<file path="config.mk">
export PLATFORM = sky130hd
export DESIGN_NAME = rx_ring_writer
export DESIGN_NICKNAME = d
export VERILOG_FILES = /design/src/rtl/rxr_pkg.sv /design/src/rtl/rxr_wb.sv /design/src/rtl/rxr_ptr.sv /design/src/rtl/rxr_fsm.sv /design/src/rtl/rx_ring_writer.sv
export SDC_FILE = /design/constraint.sdc
export NUM_CORES = 1
export LEC_CHECK = 0
export ABC_AREA = 0
export BUFFER_PORTS_ARGS = -buffer_cell sky130_fd_sc_hd__buf_2
export CORE_MARGIN = 10
export CORE_UTILIZATION = 45
export CTS_CLUSTER_SIZE = 28
export DETAILED_ROUTE_END_ITERATION = 10
export PLACE_DENSITY_LB_ADDON = 0.1
export RECOVER_POWER = 100
export SETUP_SLACK_MARGIN = 0.02
export SYNTH_ARGS = -nofsm -noshare
export SYNTH_HDL_FRONTEND = slang
export SYNTH_SLANG_ARGS = --single-unit
export TNS_END_PERCENT = 100
</file>
<file path="constraint.sdc">
create_clock -name clk -period 2.3 [get_ports clk]
set_input_delay 0 -clock clk [delete_from_list [all_inputs] [get_ports clk]]
set_output_delay 0 -clock clk [all_outputs]
set_load 0.005 [all_outputs]
</file>
<file path="src/rtl/rxr_pkg.sv">
package rxr_pkg;
    typedef enum logic [3:0] {
        S_IDLE, S_RD_CTRL, S_RD_PTR, S_BACKOFF,
        S_RECV, S_WR_DATA, S_WB_INFO, S_WB_CTRL
    } rxr_state_t;

    localparam int B_OWN    = 31;
    localparam int B_EOR    = 30;
    localparam int B_FIRST  = 29;
    localparam int B_LAST   = 28;
    localparam int PROTO_LO = 18;
    localparam int PORT_LO  = 8;
    localparam int B_CRC    = 11;
    localparam int B_TRUNC  = 12;
    localparam int DESC_BYTES = 32;
    localparam logic [1:0] POLL_RUN = 2'b10;
endpackage

</file>
<file path="src/rtl/rxr_wb.sv">
module rxr_wb
    import rxr_pkg::*;
(
    input  logic [15:0] len,
    input  logic [3:0]  proto,
    input  logic        eor,
    input  logic [2:0]  port,
    input  logic        crc,
    input  logic        trunc,
    output logic [31:0] ctrl_word,
    output logic [31:0] info_word
);
    always_comb begin
        ctrl_word = '0;
        ctrl_word[15:0] = len;
        ctrl_word[PROTO_LO +: 4] = proto;
        ctrl_word[B_LAST]  = 1'b1;
        ctrl_word[B_FIRST] = 1'b1;
        ctrl_word[B_EOR]   = eor;
        ctrl_word[B_OWN]   = 1'b1;
        info_word = '0;
        info_word[PORT_LO +: 3] = port;
        info_word[B_CRC]   = crc;
        info_word[B_TRUNC] = trunc;
    end
endmodule

</file>
<file path="src/rtl/rxr_ptr.sv">
module rxr_ptr
    import rxr_pkg::*;
#(
    parameter int AW = 32
) (
    input  logic          clk,
    input  logic          rst_n,
    input  logic          run_en,
    input  logic [AW-1:0] base,
    input  logic          advance,
    input  logic          eor,
    output logic [AW-1:0] cur
);
    always_ff @(posedge clk or negedge rst_n) begin
        if (!rst_n)
            cur <= '0;
        else if (!run_en)
            cur <= base;
        else if (advance)
            cur <= eor ? base : cur + AW'(DESC_BYTES);
    end


    wrap_to_base_chk: assert property (@(posedge clk) disable iff (!rst_n)
        (run_en && advance && eor) |=> (cur == $past(base)));

    step_next_chk: assert property (@(posedge clk) disable iff (!rst_n)
        (run_en && advance && !eor) |=> (cur == $past(cur) + AW'(DESC_BYTES)));
endmodule

</file>
<file path="src/rtl/rxr_fsm.sv">
module rxr_fsm
    import rxr_pkg::*;
#(
    parameter int AW       = 32,
    parameter int POLL_GAP = 8
) (
    input  logic          clk,
    input  logic          rst_n,
    input  logic [1:0]    poll_ctrl,
    input  logic [AW-1:0] desc_addr,
    input  logic          in_valid,
    output logic          in_ready,
    input  logic [31:0]   in_data,
    input  logic          in_last,
    input  logic [2:0]    in_port,
    input  logic [3:0]    in_proto,
    input  logic          in_crc_err,
    output logic          mem_req,
    output logic          mem_we,
    output logic [AW-1:0] mem_addr,
    output logic [31:0]   mem_wdata,
    input  logic [31:0]   mem_rdata,
    input  logic          mem_ack,
    output logic          advance,
    output logic          eor_q,
    output logic          rx_irq
);
    localparam int GAP_W = $clog2(POLL_GAP + 1);

    rxr_state_t st, st_nx;
    logic [AW-1:0]    buf_ptr, wr_addr;
    logic [15:0]      buf_size, rep_len;
    logic [16:0]      byte_cnt;
    logic [31:0]      wdat, ctrl_word, info_word;
    logic             last_q, trunc_q, crc_q, room, run;
    logic [2:0]       port_q;
    logic [3:0]       proto_q;
    logic [GAP_W-1:0] gap;

    assign run     = (poll_ctrl == POLL_RUN);
    assign room    = byte_cnt < {1'b0, buf_size};
    assign rep_len = room ? byte_cnt[15:0] : buf_size;

    rxr_wb u_wb (
        .len(rep_len), .proto(proto_q), .eor(eor_q), .port(port_q),
        .crc(crc_q), .trunc(trunc_q), .ctrl_word(ctrl_word), .info_word(info_word)
    );

    always_comb begin
        st_nx = st;
        unique case (st)
            S_IDLE:    if (run) st_nx = S_RD_CTRL;
            S_RD_CTRL: if (mem_ack) st_nx = mem_rdata[B_OWN] ? S_BACKOFF : S_RD_PTR;
            S_RD_PTR:  if (mem_ack) st_nx = S_RECV;
            S_BACKOFF: if (gap == GAP_W'(POLL_GAP - 1)) st_nx = S_IDLE;
            S_RECV:    if (in_valid) begin
                           if (room)         st_nx = S_WR_DATA;
                           else if (in_last) st_nx = S_WB_INFO;
                       end
            S_WR_DATA: if (mem_ack) st_nx = last_q ? S_WB_INFO : S_RECV;
            S_WB_INFO: if (mem_ack) st_nx = S_WB_CTRL;
            S_WB_CTRL: if (mem_ack) st_nx = S_IDLE;
            default:   st_nx = S_IDLE;
        endcase
    end

    always_ff @(posedge clk or negedge rst_n) begin
        if (!rst_n) st <= S_IDLE;
        else        st <= st_nx;
    end

    always_ff @(posedge clk or negedge rst_n) begin
        if (!rst_n) begin
            buf_ptr <= '0; wr_addr <= '0; buf_size <= '0; byte_cnt <= '0;
            wdat <= '0; last_q <= 1'b0; trunc_q <= 1'b0; crc_q <= 1'b0;
            port_q <= '0; proto_q <= '0; gap <= '0; eor_q <= 1'b0; rx_irq <= 1'b0;
        end else begin
            rx_irq <= (st == S_WB_CTRL) && mem_ack;
            gap    <= (st == S_BACKOFF) ? gap + 1'b1 : '0;
            if (st == S_RD_CTRL && mem_ack && !mem_rdata[B_OWN]) begin
                buf_size <= mem_rdata[15:0];
                eor_q    <= mem_rdata[B_EOR];
            end
            if (st == S_RD_PTR && mem_ack) begin
                buf_ptr  <= mem_rdata[AW-1:0];
                byte_cnt <= '0;
                trunc_q  <= 1'b0;
            end
            if (st == S_RECV && in_valid) begin
                if (byte_cnt == '0) begin
                    port_q  <= in_port;
                    proto_q <= in_proto;
                    crc_q   <= in_crc_err;
                end
                byte_cnt <= byte_cnt + 17'd4;
                last_q   <= in_last;
                if (room) begin
                    wdat    <= in_data;
                    wr_addr <= buf_ptr + AW'(byte_cnt);
                end else begin
                    trunc_q <= 1'b1;
                end
            end
        end
    end

    always_comb begin
        mem_req   = 1'b0;
        mem_we    = 1'b0;
        mem_addr  = desc_addr;
        mem_wdata = '0;
        in_ready  = (st == S_RECV);
        advance   = (st == S_WB_CTRL) && mem_ack;
        unique case (st)
            S_RD_CTRL: begin mem_req = 1'b1; mem_addr = desc_addr + AW'(4); end
            S_RD_PTR:  begin mem_req = 1'b1; end
            S_WR_DATA: begin mem_req = 1'b1; mem_we = 1'b1; mem_addr = wr_addr; mem_wdata = wdat; end
            S_WB_INFO: begin mem_req = 1'b1; mem_we = 1'b1; mem_addr = desc_addr + AW'(8); mem_wdata = info_word; end
            S_WB_CTRL: begin mem_req = 1'b1; mem_we = 1'b1; mem_addr = desc_addr + AW'(4); mem_wdata = ctrl_word; end
            default: ;
        endcase
    end


    irq_pulse_chk: assert property (@(posedge clk) disable iff (!rst_n)
        rx_irq |=> !rx_irq);

    no_fetch_halted_chk: assert property (@(posedge clk) disable iff (!rst_n)
        (st == S_IDLE && !run) |=> !mem_req);

    req_hold_chk: assert property (@(posedge clk) disable iff (!rst_n)
        (mem_req && !mem_ack) |=> (mem_req && $stable(mem_addr)));

    hold_off_chk: assert property (@(posedge clk) disable iff (!rst_n)
        (st == S_RD_CTRL && mem_ack && mem_rdata[B_OWN]) |=> (!in_ready && !mem_we));

    trunc_bound_chk: assert property (@(posedge clk) disable iff (!rst_n)
        (st == S_WR_DATA) |-> ((wr_addr - buf_ptr) < AW'(buf_size)));
endmodule

</file>
<file path="src/rtl/rx_ring_writer.sv">
module rx_ring_writer
    import rxr_pkg::*;
#(
    parameter int AW       = 32,
    parameter int POLL_GAP = 8
) (
    input  logic          clk,
    input  logic          rst_n,
    input  logic [AW-1:0] ring_base,
    input  logic [1:0]    poll_ctrl,
    input  logic          in_valid,
    output logic          in_ready,
    input  logic [31:0]   in_data,
    input  logic          in_last,
    input  logic [2:0]    in_port,
    input  logic [3:0]    in_proto,
    input  logic          in_crc_err,
    output logic          mem_req,
    output logic          mem_we,
    output logic [AW-1:0] mem_addr,
    output logic [31:0]   mem_wdata,
    input  logic [31:0]   mem_rdata,
    input  logic          mem_ack,
    output logic          rx_irq
);
    logic [AW-1:0] desc_addr;
    logic          advance, eor_q;

    rxr_ptr #(.AW(AW)) u_ptr (
        .clk(clk), .rst_n(rst_n), .run_en(poll_ctrl[1]), .base(ring_base),
        .advance(advance), .eor(eor_q), .cur(desc_addr)
    );

    rxr_fsm #(.AW(AW), .POLL_GAP(POLL_GAP)) u_fsm (
        .clk(clk), .rst_n(rst_n), .poll_ctrl(poll_ctrl), .desc_addr(desc_addr),
        .in_valid(in_valid), .in_ready(in_ready), .in_data(in_data),
        .in_last(in_last), .in_port(in_port), .in_proto(in_proto),
        .in_crc_err(in_crc_err), .mem_req(mem_req), .mem_we(mem_we),
        .mem_addr(mem_addr), .mem_wdata(mem_wdata), .mem_rdata(mem_rdata),
        .mem_ack(mem_ack), .advance(advance), .eor_q(eor_q), .rx_irq(rx_irq)
    );
endmodule

</file>
; After elaboration in Yosys (flattened, before gate mapping)
; Index checks and enable logic that the tools add are counted.
[op_classes]
eq_ne = 19
order_cmp = 1
n_mux = 27
add_sub_neg = 6
n_reduce_logical = 15
[ops]
columns = cell, count
row1 = $pmux W32 S3, 2
row2 = $mux W32, 3
row3 = $mux W4, 11
row4 = $mux W17, 2
row5 = $add A32 B17 Y32, 1
row6 = $add A32 B3 Y32 const B, 1
row7 = $add A32 B4 Y32 const B, 1
row8 = $add A32 B6 Y32 const B, 1
row9 = $pmux W4 S8, 1
row10 = $eq A4 B3 Y1 const B, 5
row11 = $add A17 B3 Y17 const B, 1
row12 = $logic_not A17 Y1, 1
row13 = $lt A17 B16 Y1, 1
row14 = $mux W16, 1
row15 = $ne A2 B2 Y1 const B, 6
row16 = $reduce_and A9 Y1, 1
row17 = $eq A4 B2 Y1 const B, 2
row18 = $mux W1, 6
row19 = $ne A2 B1 Y1 const B, 3
row20 = $logic_and A1 B1 Y1, 5
row21 = $reduce_or A5 Y1, 1
row22 = $add A4 B1 Y4 const B, 1
row23 = $eq A4 B1 Y1 const B, 1
row24 = $logic_not A4 Y1, 1
row25 = other kinds (8), 9
[word_totals]
in_bits = 111
output_inout_bits = 68
ff_bits = 181

; Longest topological paths before layout
[depth]
depth_word = 5
mapped_depth = 11

; Cells and area by module
; Synthesis repeated with hierarchy kept, for this count alone.
[hier_totals]
hier_cells = 1503
area_unflattened_um2 = 12002.8
[by_module_without_submodules]
columns = module, n_inst, seq_area_each_um2, cells_per_inst, area_each_um2
row1 = rxr_fsm, 1, 3653.5, 1206, 9599.2
row2 = rxr_ptr, 1, 800.8, 231, 1915.6
row3 = rxr_wb, 1, 0.0, 66, 488.0

; Worst setup path after synthesis
; Ideal clock, no wire load.
[synth_timing]
path_kind = reg2reg
startpoint = register u_fsm.byte_cnt[2]
endpoint = register u_fsm.wr_addr[25]
path_buffers = 2
arrival_time_ns = 2.130
synth_period_minus_slack_ns = 2.264
setup_slack_ns = 0.036
setup_time_ns = 0.134
stages_incl_launch_ff = 9
cell_sequence = dfrtp_1 > ha_1 > a2111o_1 > a32o_1 > or2_1 > buf_2 > buf_6 > a221oi_2 > o21ai_1
[synth_via]
elab_chain_len = 2
[synth_rtl]
columns = element, line
row1 = "start, declared", rxr_fsm.sv:33  ; logic [16:0] byte_cnt;
row2 = "start signal, assigned", rxr_fsm.sv:95  ; byte_cnt <= byte_cnt + 17'd4;
row3 = branches (longest 2 deep; another with $add A32 B17 Y32), -
row4 = "end signal, assigned", rxr_fsm.sv:99  ; wr_addr <= buf_ptr + AW'(byte_cnt);
row5 = "end, declared", rxr_fsm.sv:31  ; logic [AW-1:0] buf_ptr, wr_addr;
; Several ways; the timed one is not identified.
; A chain may end at the register's enable or synchronous reset.

; Final worst setup path
[layout_timing]
startpoint = register u_fsm.buf_size[2]
endpoint = output port mem_wdata[7]
[layout_via]
elab_chain_len = 3
[layout_rtl]
columns = element, line
row1 = "start, declared", rxr_fsm.sv:32  ; logic [15:0] buf_size, rep_len;
row2 = "start signal, assigned", rxr_fsm.sv:81  ; buf_size <= mem_rdata[15:0];
row3 = $lt A17 B16 Y1, rxr_fsm.sv:41  ; assign room = byte_cnt < {1'b0, buf_size};
row4 = $mux W16, rxr_fsm.sv:42  ; assign rep_len = room ? byte_cnt[15:0] : buf_size;
row5 = $pmux W32 S3, rxr_fsm.sv:114  ; unique case (st)
row6 = "end, declared", rx_ring_writer.sv:21  ; output logic [31:0] mem_wdata,
; No other way between the ends.

==> results by group <==
Logic synthesis
  – Syn avg cell area: 7.98 um^2
  – YS warnings: 0
  – Post-Syn Area: about 11000 um^2
  – Seq/Total Area, Yosys: 39.0%
  – Cells after Synth: approximately 1400
  – Cell variety after synth: between 70 and 80
  – Seq cells post-synth: 178
  – Most used DFF post-synth: dfrtp_1
  – Syn Nets: approximately 1600
  – Post-synth EDFFs: 0
  – Ys async rst share: between 90% and 100%

Route
  – Met2 Routed Length: 22700 um
  – DRC: 0
  – DR top layer: met4
  – Number of DRC markers in iteration 0: 1338
  – DR WL/cell: between 20 and 25 um
  – Post-route ant nets: 0
  – Met3 WL: roughly 3200 um
  – M1 WL: 19900 um
  – Vias: 13090
  – Avg Vias per Cell: 5.83
  – Initial DRT Pass Iterations: 5
  – Routed Wire Length: 47500 um

Power
  – Switching Fraction: between 40 and 50%
  – Leakage: 7.92 nW
  – Pwr Total: 19.4 mW
  – Sequential power share: 27.8%
  – Logic pwr share: 56.5%
  – Power per Cell Area: around 1100 nW/um^2
  – Net Switching: around 8.6 mW
  – Clock power share: 15.7%
  – Peak VDD IR: roughly 0.00066 V
  – Int Power: 10.8 mW

Place
  – Place WS: -95.0 ps
  – Post-DP HPWL: 32000 um
  – Placement Cell Area: 13900 um^2
  – IO Port Bufs: about 180
  – Routability cong.: 0.974

Timing
  – Final Hold Vio Count: 0
  – Clock Skew: around 15 ps
  – Worst-Margin Slew: 1590 ps
  – Max Freq: around 360 MHz
  – Final setup violation count: 150
  – Max-slew violations: 64
  – Normalized max-slew margin: -6.01%
  – Tmin final: about 2800 ps
  – Part of the cycle the worst path needs: 121%
  – Unrepaired setup endpoints after global routing: yes
  – WHS: between 60 and 70 ps
  – Fin worst setup slack: -486 ps

Floorplan
  – # rows: slightly below 60
  – Die span in x: 179 um
  – Vert. Die Dim: around 180 um
  – Io pins: roughly 180
  – DIE AREA: 32100 um^2
  – Initial Util: 45.5%
  – Area of the core: 25100 um^2

Critical path
  – CP startpoint kind: register
  – Worst-path maximum fanout: 7
  – Crit end category: output port
  – WP data arrival: 2790 ps
  – CP required: around 2300 ps
  – WS Path Type: register to output port

Global route
  – Gr ovfl total: 0
  – Global-route wire length before repair: ~70000 um
  – Pin count of the biggest net entering global routing: 64
  – Vias in the first global route: 12746
  – Tot GR Track Use: between 20% and 30%
  – Initial antenna violation count: 0

Layout
  – Diodes inserted: 0
  – Share of cells above drive strength 1: about a third
  – Area grow syn2layout: 53.5%
  – Multi-input logic area: 7540 um^2
  – Fill count: approximately 2000
  – Design Area, Final: 17500 um^2
  – FF+latch area: 4470 um^2
  – # nets final: ~2000

Clock tree
  – CTS root buffer: clkbuf_16
  – CTS buffer count: 17
  – # H-tree levels: 4
  – TritonCTS Sinks: 178
  – Clock tree from TritonCTS: done
  – Clk_lat worst skew: 440 ps
  – Clk pin slew, worst setup/hold paths: 70 ps
  – Clk buf depth: 2

Min path
  – Min-delay worst type: input pin to register

Run
  – Max-cap violations: 1

Run status
  – Failing checks: max-capacitance violations, max-slew violations, negative setup slack
  – Run status: finished with violations
[metrics by stage]
step	TNS [ps]	util [%]	std cells
after floorplan	0	-	1431
after global placement	-1560	55.2	2031
after detailed placement	-3160	55.2	2031
after CTS	-8670	66.4	2214
after global routing	-34450	69.8	2245
final	-16320	69.8	2245
[final cells by class]
cell class	count	share of cell area [%]
Multi-Input combinational cell	1118	43.0
Tap cell	330	2.36
Inverter	40	0.885
Clock inverter	14	0.921
Timing Repair Buffer	547	24.8
Sequential cell	178	25.5
Clock buffer	18	2.51
[cells in the final DEF, fill, tap and decap left out, types with 11 or more instances in the layout]
master and n:
nand2_1 346, ha_1 13, nand3_1 33, ha_4 22
nand4_1 24, and3_1 20, xnor2_1 15, buf_2 162
buf_12 12, xor2_1 12, clkbuf_16 20, o21ai_0 96
nand2_2 11, mux2_2 16, nor2_1 75, nor3_1 17
a22oi_1 14, a31oi_1 23, dfrtp_1 168, buf_6 35
inv_1 33, clkbuf_1 18, dlygate4sd3_1 108, mux2i_1 20
o21ai_1 33, a21oi_2 11, buf_4 191, a21oi_1 69
[worst max-delay path, cell delays in order (launching register included)]
cell and delay [ps]:
dfrtp_1 390, inv_1 80, ha_1 220, a2111o_1 380, a32o_2 260, or2_4 270
buf_12 160, buf_8 130, mux2i_1 220, a21oi_1 110, buf_2 150
[layer usage]
layer	global-route usage (%)	vias to the layer above
li1	-	6054
met1	36.0	6325
met2	45.7	591
met3	4.57	120
met4	10.0	0
met5	0	-
[cells by family (layout without fill, tap and decap cells)]
group	Yosys count	in the layout	share of synthesized area (%)
flip-flops	178	178	39.0
AND/OR/NAND/NOR	632	635	25.0
adder cells (fa/ha/maj)	35	35	3.84
AO/OA/AOI/OAI	373	373	20.5
multiplexers	46	46	4.23
XOR/XNOR	29	29	2.22
buffers and inverters	138	619	5.15
[timing repair]
| action | in CTS | in global routing |
|---|---|---|
| cloned | 8 | 4 |
| setup buffers | 36 | 34 |
| hold buffers | 108 | 0 |
| hold endpoints to repair | 182 | 0 |
| pin swaps | 72 | 87 |
| resized for setup | 185 | 133 |
| endpoints found under the setup margin | 106 | 114 |
[power by group through the flow]
| stage | combinational (mW) | clock, mW | sequential, mW |
|---|---|---|---|
| 2_1_floorplan | 4.98 | 0 | 4.94 |
| 6_report | 11.0 | 3.05 | 5.40 |
| 3_5_place_dp | 8.69 | 0 | 5.29 |
| 3_3_place_gp | 8.58 | 0 | 5.27 |
| 5_1_grt | 11.8 | 3.20 | 5.51 |
| 4_1_cts | 9.92 | 3.07 | 5.28 |
[final timing paths]
| kind | from | to | slack, ps | depth (start not counted) |
|---|---|---|---|---|
| hold reg to reg | u_fsm.wdat[4] | u_fsm.wdat[4] | 470 | 2 |
| max in group asynchronous | rst_n | u_fsm.st[1] | 240 | 3 |
| hold / removal | in_valid | u_fsm.byte_cnt[5] | 70 | 4 |
| min in group asynchronous | rst_n | u_ptr.cur[25] | 490 | 2 |
| setup reg to reg | u_fsm.buf_size[2] | u_fsm.st[0] | -180 | 10 |
| setup / recovery | u_fsm.buf_size[2] | mem_wdata[7] | -490 | 10 |
[cells in the mapped netlist (5+ instances only)]
cell type / count / share of area [%]
nand2_1: 359 / 12
dfrtp_1: 178 / 39
o21ai_0: 130 / 5.7
nor2_1: 91 / 3.0
a21oi_1: 84 / 3.7
clkbuf_1: 58 / 1.9
inv_1: 39 / 1.3
nand3_1: 38 / 1.7
ha_1: 35 / 3.8
mux2i_1: 28 / 2.5
buf_2: 27 / 1.2
and3_1: 25 / 1.4
nand4_1: 24 / 1.3
nor3_1: 24 / 1.1
a31oi_1: 23 / 1.3
mux2_2: 18 / 1.8
xnor2_1: 17 / 1.3
a22oi_1: 15 / 0.99
nor4_1: 15 / 0.82
xor2_1: 12 / 0.92
and2_1: 11 / 0.60
a211oi_1: 10 / 0.66
and4_1: 10 / 0.77
o211ai_1: 10 / 0.66
o31ai_1: 10 / 0.66
o311ai_0: 9 / 0.69
nand2b_1: 8 / 0.44
a221o_1: 7 / 0.61
o22ai_1: 7 / 0.38
nor2b_1: 6 / 0.33
a21o_1: 5 / 0.33
a32oi_1: 5 / 0.38
buf_1: 5 / 0.16
o21ai_1: 5 / 0.22
o221ai_1: 5 / 0.38
[state kept, by name, summed over array words and instances (netlist names)]
| signal | cells |
|---|---|
| u_fsm.eor_q | 1 |
| u_fsm.buf_ptr | 32 |
| u_fsm.port_q | 3 |
| u_fsm.st | 3 |
| u_fsm.buf_size | 16 |
| u_fsm.proto_q | 4 |
| u_fsm.wr_addr | 32 |
| u_fsm.rx_irq | 1 |
| u_fsm.last_q | 1 |
| u_fsm.byte_cnt | 15 |
| u_fsm.gap | 4 |
| u_fsm.trunc_q | 1 |
| u_fsm.crc_q | 1 |
| u_fsm.wdat | 32 |
| u_ptr.cur | 32 |
(Power assumes the default switching activity.)
